File: src/rtl/mmu_remap_pkg.sv
package mmu_remap_pkg;
   typedef enum logic [1:0] {
      PGSZ_8K   = 2'b00,
      PGSZ_4K   = 2'b01,
      PGSZ_2K   = 2'b10,
      PGSZ_2K_B = 2'b11
   } pgsz_e;

   // number of halvings of the largest page size
   function automatic logic [1:0] pgsz_step(input logic [1:0] code);
      return (code == PGSZ_2K_B) ? 2'd2 : code;
   endfunction
endpackage

File: src/rtl/mmu_addr_split.sv
module mmu_addr_split
   import mmu_remap_pkg::*;
#(
   parameter int unsigned ADDR_W      = 32,
   parameter int unsigned REGION_BITS = 17,
   parameter int unsigned PAGE_W      = 4,
   parameter logic [ADDR_W-1:0] REGION_BASE = 32'h3FFC_0000,
   localparam int unsigned SH_W       = $clog2(REGION_BITS + 1)
) (
   input  logic              va_valid,
   input  logic [ADDR_W-1:0] va,
   input  logic [1:0]        pg_size,
   output logic              covered,
   output logic [PAGE_W-1:0] vpage,
   output logic [SH_W-1:0]   shift
);
   localparam int unsigned SHIFT_MAX = REGION_BITS - PAGE_W;

   logic [REGION_BITS-1:0] rel;
   logic [REGION_BITS-1:0] rel_idx;
   logic [REGION_BITS-1:0] rel_tail;
   logic                   in_region;

   always_comb begin
      rel       = va[REGION_BITS-1:0];
      shift     = SH_W'(SHIFT_MAX) - SH_W'(pgsz_step(pg_size));
      rel_idx   = rel >> shift;
      rel_tail  = rel >> (shift + SH_W'(PAGE_W));
      vpage     = rel_idx[PAGE_W-1:0];
      in_region = (va[ADDR_W-1:REGION_BITS] == REGION_BASE[ADDR_W-1:REGION_BITS]);
      covered   = va_valid && in_region && (rel_tail == '0);
   end
endmodule

File: src/rtl/mmu_page_table.sv
module mmu_page_table #(
   parameter int unsigned NPID   = 8,
   parameter int unsigned NPRIV  = 2,
   parameter int unsigned PAGES  = 16,
   localparam int unsigned PID_W  = $clog2(NPID),
   localparam int unsigned PAGE_W = $clog2(PAGES)
) (
   input  logic              clk,
   input  logic              rst_n,
   input  logic              wr_en,
   input  logic [PID_W-1:0]  wr_pid,
   input  logic [PAGE_W-1:0] wr_vpage,
   input  logic [PAGE_W-1:0] wr_ppage,
   input  logic [PID_W-1:0]  rd_pid,
   input  logic [PAGE_W-1:0] rd_vpage,
   output logic [PAGE_W-1:0] rd_ppage
);
   localparam int unsigned NPROC = NPID - NPRIV;

   logic [PAGE_W-1:0] tbl [NPROC][PAGES];
   logic [PID_W-1:0]  wr_slot;
   logic [PID_W-1:0]  rd_slot;
   logic              wr_mapped;

   assign wr_slot   = wr_pid - PID_W'(NPRIV);
   assign rd_slot   = rd_pid - PID_W'(NPRIV);
   assign wr_mapped = wr_en && (wr_pid >= PID_W'(NPRIV));

   for (genvar p = 0; p < NPROC; p++) begin : g_bank
      always_ff @(posedge clk or negedge rst_n) begin
         if (!rst_n) begin
            for (int v = 0; v < PAGES; v++) tbl[p][v] <= PAGE_W'(v);
         end else if (wr_mapped && wr_slot == PID_W'(p)) begin
            tbl[p][wr_vpage] <= wr_ppage;
         end
      end
   end

   if (NPRIV > 0) begin : g_priv
      assign rd_ppage = (rd_pid < PID_W'(NPRIV)) ? rd_vpage : tbl[rd_slot][rd_vpage];
   end else begin : g_nopriv
      assign rd_ppage = tbl[rd_slot][rd_vpage];
   end

   // a captured write lands in the addressed entry on the next cycle
   p_wr_lands_r9: assert property (@(posedge clk) disable iff (!rst_n)
      wr_mapped |=> tbl[$past(wr_slot)][$past(wr_vpage)] == $past(wr_ppage));
endmodule

File: src/rtl/mmu_addr_merge.sv
module mmu_addr_merge #(
   parameter int unsigned ADDR_W = 32,
   parameter int unsigned PAGE_W = 4,
   parameter int unsigned SH_W   = 5
) (
   input  logic [ADDR_W-1:0] va,
   input  logic              covered,
   input  logic [PAGE_W-1:0] ppage,
   input  logic [SH_W-1:0]   shift,
   output logic [ADDR_W-1:0] pa
);
   logic [ADDR_W-1:0] field;
   logic [ADDR_W-1:0] placed;

   always_comb begin
      field  = {{(ADDR_W-PAGE_W){1'b0}}, {PAGE_W{1'b1}}} << shift;
      placed = {{(ADDR_W-PAGE_W){1'b0}}, ppage} << shift;
      pa     = covered ? ((va & ~field) | placed) : va;
   end
endmodule

File: src/rtl/mmu_remap.sv
module mmu_remap
   import mmu_remap_pkg::*;
#(
   parameter int unsigned ADDR_W      = 32,
   parameter int unsigned REGION_BITS = 17,
   parameter int unsigned PAGES       = 16,
   parameter int unsigned NPID        = 8,
   parameter int unsigned NPRIV       = 2,
   parameter logic [ADDR_W-1:0] REGION_BASE = 32'h3FFC_0000,
   localparam int unsigned PAGE_W = $clog2(PAGES),
   localparam int unsigned PID_W  = $clog2(NPID),
   localparam int unsigned SH_W   = $clog2(REGION_BITS + 1),
   localparam int unsigned MIN_OFS = REGION_BITS - PAGE_W - 2
) (
   input  logic              clk,
   input  logic              rst_n,
   input  logic              va_valid,
   input  logic [ADDR_W-1:0] va,
   input  logic [PID_W-1:0]  pid,
   input  logic [1:0]        pg_size,
   input  logic              wr_en,
   input  logic [PID_W-1:0]  wr_pid,
   input  logic [PAGE_W-1:0] wr_vpage,
   input  logic [PAGE_W-1:0] wr_ppage,
   output logic [ADDR_W-1:0] pa,
   output logic              covered
);
   if (PAGES != (1 << PAGE_W)) begin : g_bad_pages
      $error("PAGES must be a power of two");
   end
   if (REGION_BITS < PAGE_W + 3 || REGION_BITS >= ADDR_W) begin : g_bad_region
      $error("REGION_BITS too small for three page sizes");
   end
   if (NPRIV >= NPID) begin : g_bad_priv
      $error("NPRIV must leave at least one mapped PID");
   end
   if (REGION_BASE[REGION_BITS-1:0] != '0) begin : g_bad_base
      $error("REGION_BASE must be aligned to the window size");
   end

   logic [PAGE_W-1:0] vpage;
   logic [PAGE_W-1:0] ppage;
   logic [SH_W-1:0]   shift;

   mmu_addr_split #(
      .ADDR_W(ADDR_W), .REGION_BITS(REGION_BITS), .PAGE_W(PAGE_W), .REGION_BASE(REGION_BASE)
   ) i_split (
      .va_valid(va_valid), .va(va), .pg_size(pg_size),
      .covered(covered), .vpage(vpage), .shift(shift)
   );

   mmu_page_table #(.NPID(NPID), .NPRIV(NPRIV), .PAGES(PAGES)) i_table (
      .clk(clk), .rst_n(rst_n),
      .wr_en(wr_en), .wr_pid(wr_pid), .wr_vpage(wr_vpage), .wr_ppage(wr_ppage),
      .rd_pid(pid), .rd_vpage(vpage), .rd_ppage(ppage)
   );

   mmu_addr_merge #(.ADDR_W(ADDR_W), .PAGE_W(PAGE_W), .SH_W(SH_W)) i_merge (
      .va(va), .covered(covered), .ppage(ppage), .shift(shift), .pa(pa)
   );

   // bits below the smallest page and above the window always survive
   p_offset_kept_r2: assert property (@(posedge clk) disable iff (!rst_n)
      covered |-> (pa[MIN_OFS-1:0] == va[MIN_OFS-1:0]) &&
                  (pa[ADDR_W-1:REGION_BITS] == va[ADDR_W-1:REGION_BITS]));
   // privileged PIDs see identity
   p_priv_identity_r3: assert property (@(posedge clk) disable iff (!rst_n)
      (covered && pid < PID_W'(NPRIV)) |-> pa == va);
   // uncovered accesses pass through
   p_uncov_pass_r5: assert property (@(posedge clk) disable iff (!rst_n)
      !covered |-> pa == va);
   // outside the window nothing is covered
   p_outside_r6: assert property (@(posedge clk) disable iff (!rst_n)
      (va[ADDR_W-1:REGION_BITS] != REGION_BASE[ADDR_W-1:REGION_BITS]) |-> !covered);
   // no strobe, no coverage
   p_idle_r7: assert property (@(posedge clk) disable iff (!rst_n)
      !va_valid |-> !covered);
endmodule

File: config.mk
export PLATFORM = sky130hd
export DESIGN_NAME = mmu_remap
export DESIGN_NICKNAME = d
export VERILOG_FILES = /design/src/rtl/mmu_remap_pkg.sv /design/src/rtl/mmu_addr_split.sv /design/src/rtl/mmu_page_table.sv /design/src/rtl/mmu_addr_merge.sv /design/src/rtl/mmu_remap.sv
export SDC_FILE = /design/constraint.sdc
export NUM_CORES = 1
export LEC_CHECK = 0
export ABC_AREA = 1
export BUFFER_PORTS_ARGS = -buffer_cell sky130_fd_sc_hd__buf_2
export CAP_MARGIN = 20
export CELL_PAD_IN_SITES_DETAIL_PLACEMENT = 2
export CELL_PAD_IN_SITES_GLOBAL_PLACEMENT = 2
export CORE_MARGIN = 4
export CORE_UTILIZATION = 35
export CTS_BUF_LIST = sky130_fd_sc_hd__clkbuf_8 sky130_fd_sc_hd__clkbuf_16
export DETAILED_ROUTE_END_ITERATION = 16
export PLACE_DENSITY_LB_ADDON = 0.1
export SKIP_CTS_REPAIR_TIMING = 1
export SLEW_MARGIN = 30
export SYNTH_ARGS = -nofsm -noshare
export SYNTH_HDL_FRONTEND = slang
export SYNTH_SLANG_ARGS = --single-unit
File: constraint.sdc
create_clock -name clk -period 12.06 [get_ports clk]
set_clock_uncertainty 0.05 [all_clocks]
set_input_delay 3.618 -clock clk [delete_from_list [all_inputs] [get_ports clk]]
set_output_delay 3.618 -clock clk [all_outputs]
set_load 0.005 [all_outputs]
==> metrics.csv <==
stage,metric,value,unit
setup_path,arrival,6.82,ns
global_routing,grt-ovfl-total,0,
setup_path,ff2ff_setup_slack,11.22,ns
sta,setup_viol,0,
cells_and_area,final_util,39.7,%
floorplanning,die_x,242,um
job,max_cap_violations,0,
placement,portBuffers,62,
synth,synth_edf_count,0,
synth,ys_seq_area_share,51.6,%
synth,synth.net_count,2545,
setup_path,cp.required,8.39,ns
clocking,clkLatencyLatePin,0.58,ns
sta,slew_viol_final,0,
cells_and_area,final_cell_mix,"nand2_1, o21ai_0, nor2_1",
floorplanning,die-area,58300,um^2
global_routing,track_usage,24.8,%
synth,synthesis.area,19100,um^2
setup_path,path_depth,14,
setup_path,cp_top_family,buffers and inverters,
drt,drt-total-wl,72600,um
placement,gp_congestion,0.851,
setup_path,critPathLaunchType,input pin,
setup_path,crit_start,pid[0],
floorplanning,row_count,85,
floorplanning,dieHeight,242,um
setup_path,crit_path_frequent_cell,nand3_1,
sta,hold_viol_final,0,
clocking,path_clk_slew,0.06,ns
run_status,outcome,"complete, no violations",
clocking,cts_tree,yes,
drt,drcViolationCount,0,
synth,ys_types,33,
synth,synth_flop_cell,dfstp_2,
synth,async_reset_ff_share,100,%
drt,via_per_inst,5.33,
drt,via_count,17200,
min_path,min_path_cells,2,
setup_path,crit_chain,"buf_6, inv_4, buf_4, nor2_1, o21ai_0, nand2_1, nand2_1, nand3_1, nand3_1, nand3_1, nand3_1, nand2_1, o21ai_1, buf_2",
setup_path,worstReg2RegStart,i_table.tbl[339]$_DFFE_PN1P_,
sta,finalSetupTns,0,ns
floorplanning,core,53900,um^2
pwr,power,3310,uW
global_routing,grt_max_degree,103,
pwr,irDropWorstVdd,0.0000985,V
pwr,power.density,155,nW/um^2
floorplanning,start_util,35.4,%
synth,avgSynthCellArea,7.66,um^2
setup_path,path_buf_inv,4,
synth,synth_seq_cells,384,
setup_path,r2r-end,i_table.tbl[339]$_DFFE_PN1P_,
synth,synth_top_area_share,26.4,%
synth,yosysWarningCount,0,
cells_and_area,layout_commonest_cell,nand2_1,
floorplanning,ioPinCount,85,
setup_path,cp-end-kind,output port,
clocking,clkSinkCount,384,
placement,hpwl,45600,um
setup_path,crit_type,in -> out,
global_routing,grt_pass1_wl,115000,um
synth,syn_inst,2491,
sta,timing.fmax,95.3,MHz
drt,drt-initial-drc-count,956,
drt,firstDrtPassIters,5,
global_routing,grt_pass1_vias,19100,
global_routing,antenna_found_initial,0,
cells_and_area,fillers,6139,
sta,worstMarginPinSlew,0.953,ns
drt,routedWlPerCell,22.5,um
sta,whs,0.423,ns
setup_path,cp_max_fo,75,
min_path,hold_path_end,i_table.tbl[144]$_DFFE_PN1P_,
pwr,p_leak,0.00938,uW
min_path,hold_start,i_table.tbl[144]$_DFFE_PN1P_,
sta,rsz0062_at_grt,no,
setup_path,critical_path.slowest_cell,inv_4,
synth,yosysTopAreaCell,dfstp_2,
drt,ant_nets,0,
clocking,root_buffer,clkbuf_16,
cells_and_area,largest_reg_flops,384,
sta,period_needed,10.49,ns
clocking,h-tree-depth,2,
cells_and_area,diodes,0,
cells_and_area,largest_register,i_table.tbl,
cells_and_area,area_growth,12.1,%
min_path,hold_path.class,reg -> reg,
clocking,numCtsBuffers,48,
synth,synth_area_leaders,"dfstp_2, dfrtp_1, nand2_1",
setup_path,worst-r2r-cell-count,2,
setup_path,worst_path_largest_cell_delay,0.75,ns
cells_and_area,finalNetCount,2541,
cells_and_area,drive_gt1_share,17.0,%
cells_and_area,reg_top3,i_table.tbl x384,
sta,fin_crit_sh,87.0,%
clocking,clockBufferDepth,3,
sta,max-slew-margin-rel,36.2,%
Yosys cell counts, types with 6 or more instances:
cell	number
nand3_1	83
dfstp_2	192
buf_2	46
nor2_1	335
inv_1	102
nand4_1	9
buf_4	21
dfrtp_1	192
nand2_2	47
buf_6	6
o21ai_0	447
o21ai_1	93
nand2_1	786
nor3_1	27
buf_1	7
clkbuf_1	69
layout make-up:
cell class	instances	area [um^2]	share of cell area, %
Clock buffer	61	1390	6.50
Clock inverter	27	140	0.655
Inverter	105	402	1.88
Multi-Input combinational cell	1853	8110	37.9
Sequential cell	384	9850	46.0
Tap cell	696	871	4.07
Timing Repair Buffer	95	631	2.95
worst min-delay path, cell delays in order, from the launching register on:
cell	delay [ns]
dfstp_2	0.36
nand2_1	0.05
o21ai_1	0.05
layer usage:
layer / global-route usage (%) / up-vias / wire, um
met5: 0 / - / 0
met4: 5.77 / 0 / 1510
met3: 2.68 / 81 / 2030
met2: 42.3 / 228 / 34500
met1: 34.1 / 8842 / 34600
li1: - / 8012 / -
cell families after synthesis:
| kind of cell | synth area share (%) |
|---|---|
| mux | 0.0524 |
| fa+ha+maj | 0.131 |
| buf+inv | 5.95 |
| flops | 51.6 |
| simple gates | 27.7 |
| compound gates | 14.6 |
worst max-delay path by stage:
stage,end,slack (ns)
2_1_floorplan,pa[14],2.84
3_3_place_gp,pa[14],1.68
3_5_place_dp,pa[14],1.66
4_1_cts,pa[14],1.65
5_1_grt,pa[15],1.42
6_report,pa[14],1.57
stage by stage:
step	cell area, um^2	worst slack (ns)	instances
3_5_place_dp	19800	1.66	3132
6_report	21400	1.57	3221
5_1_grt	21400	1.42	3221
4_1_cts	21400	1.65	3220
2_1_floorplan	19100	2.84	2491
3_3_place_gp	19800	1.68	3132
power breakdown:
| group | switching (uW) | internal (uW) |
|---|---|---|
| sequential | 56.9 | 1430 |
| clock | 580 | 826 |
| combinational | 299 | 118 |
| total | 936 | 2370 |
(Power assumes the default switching activity.)
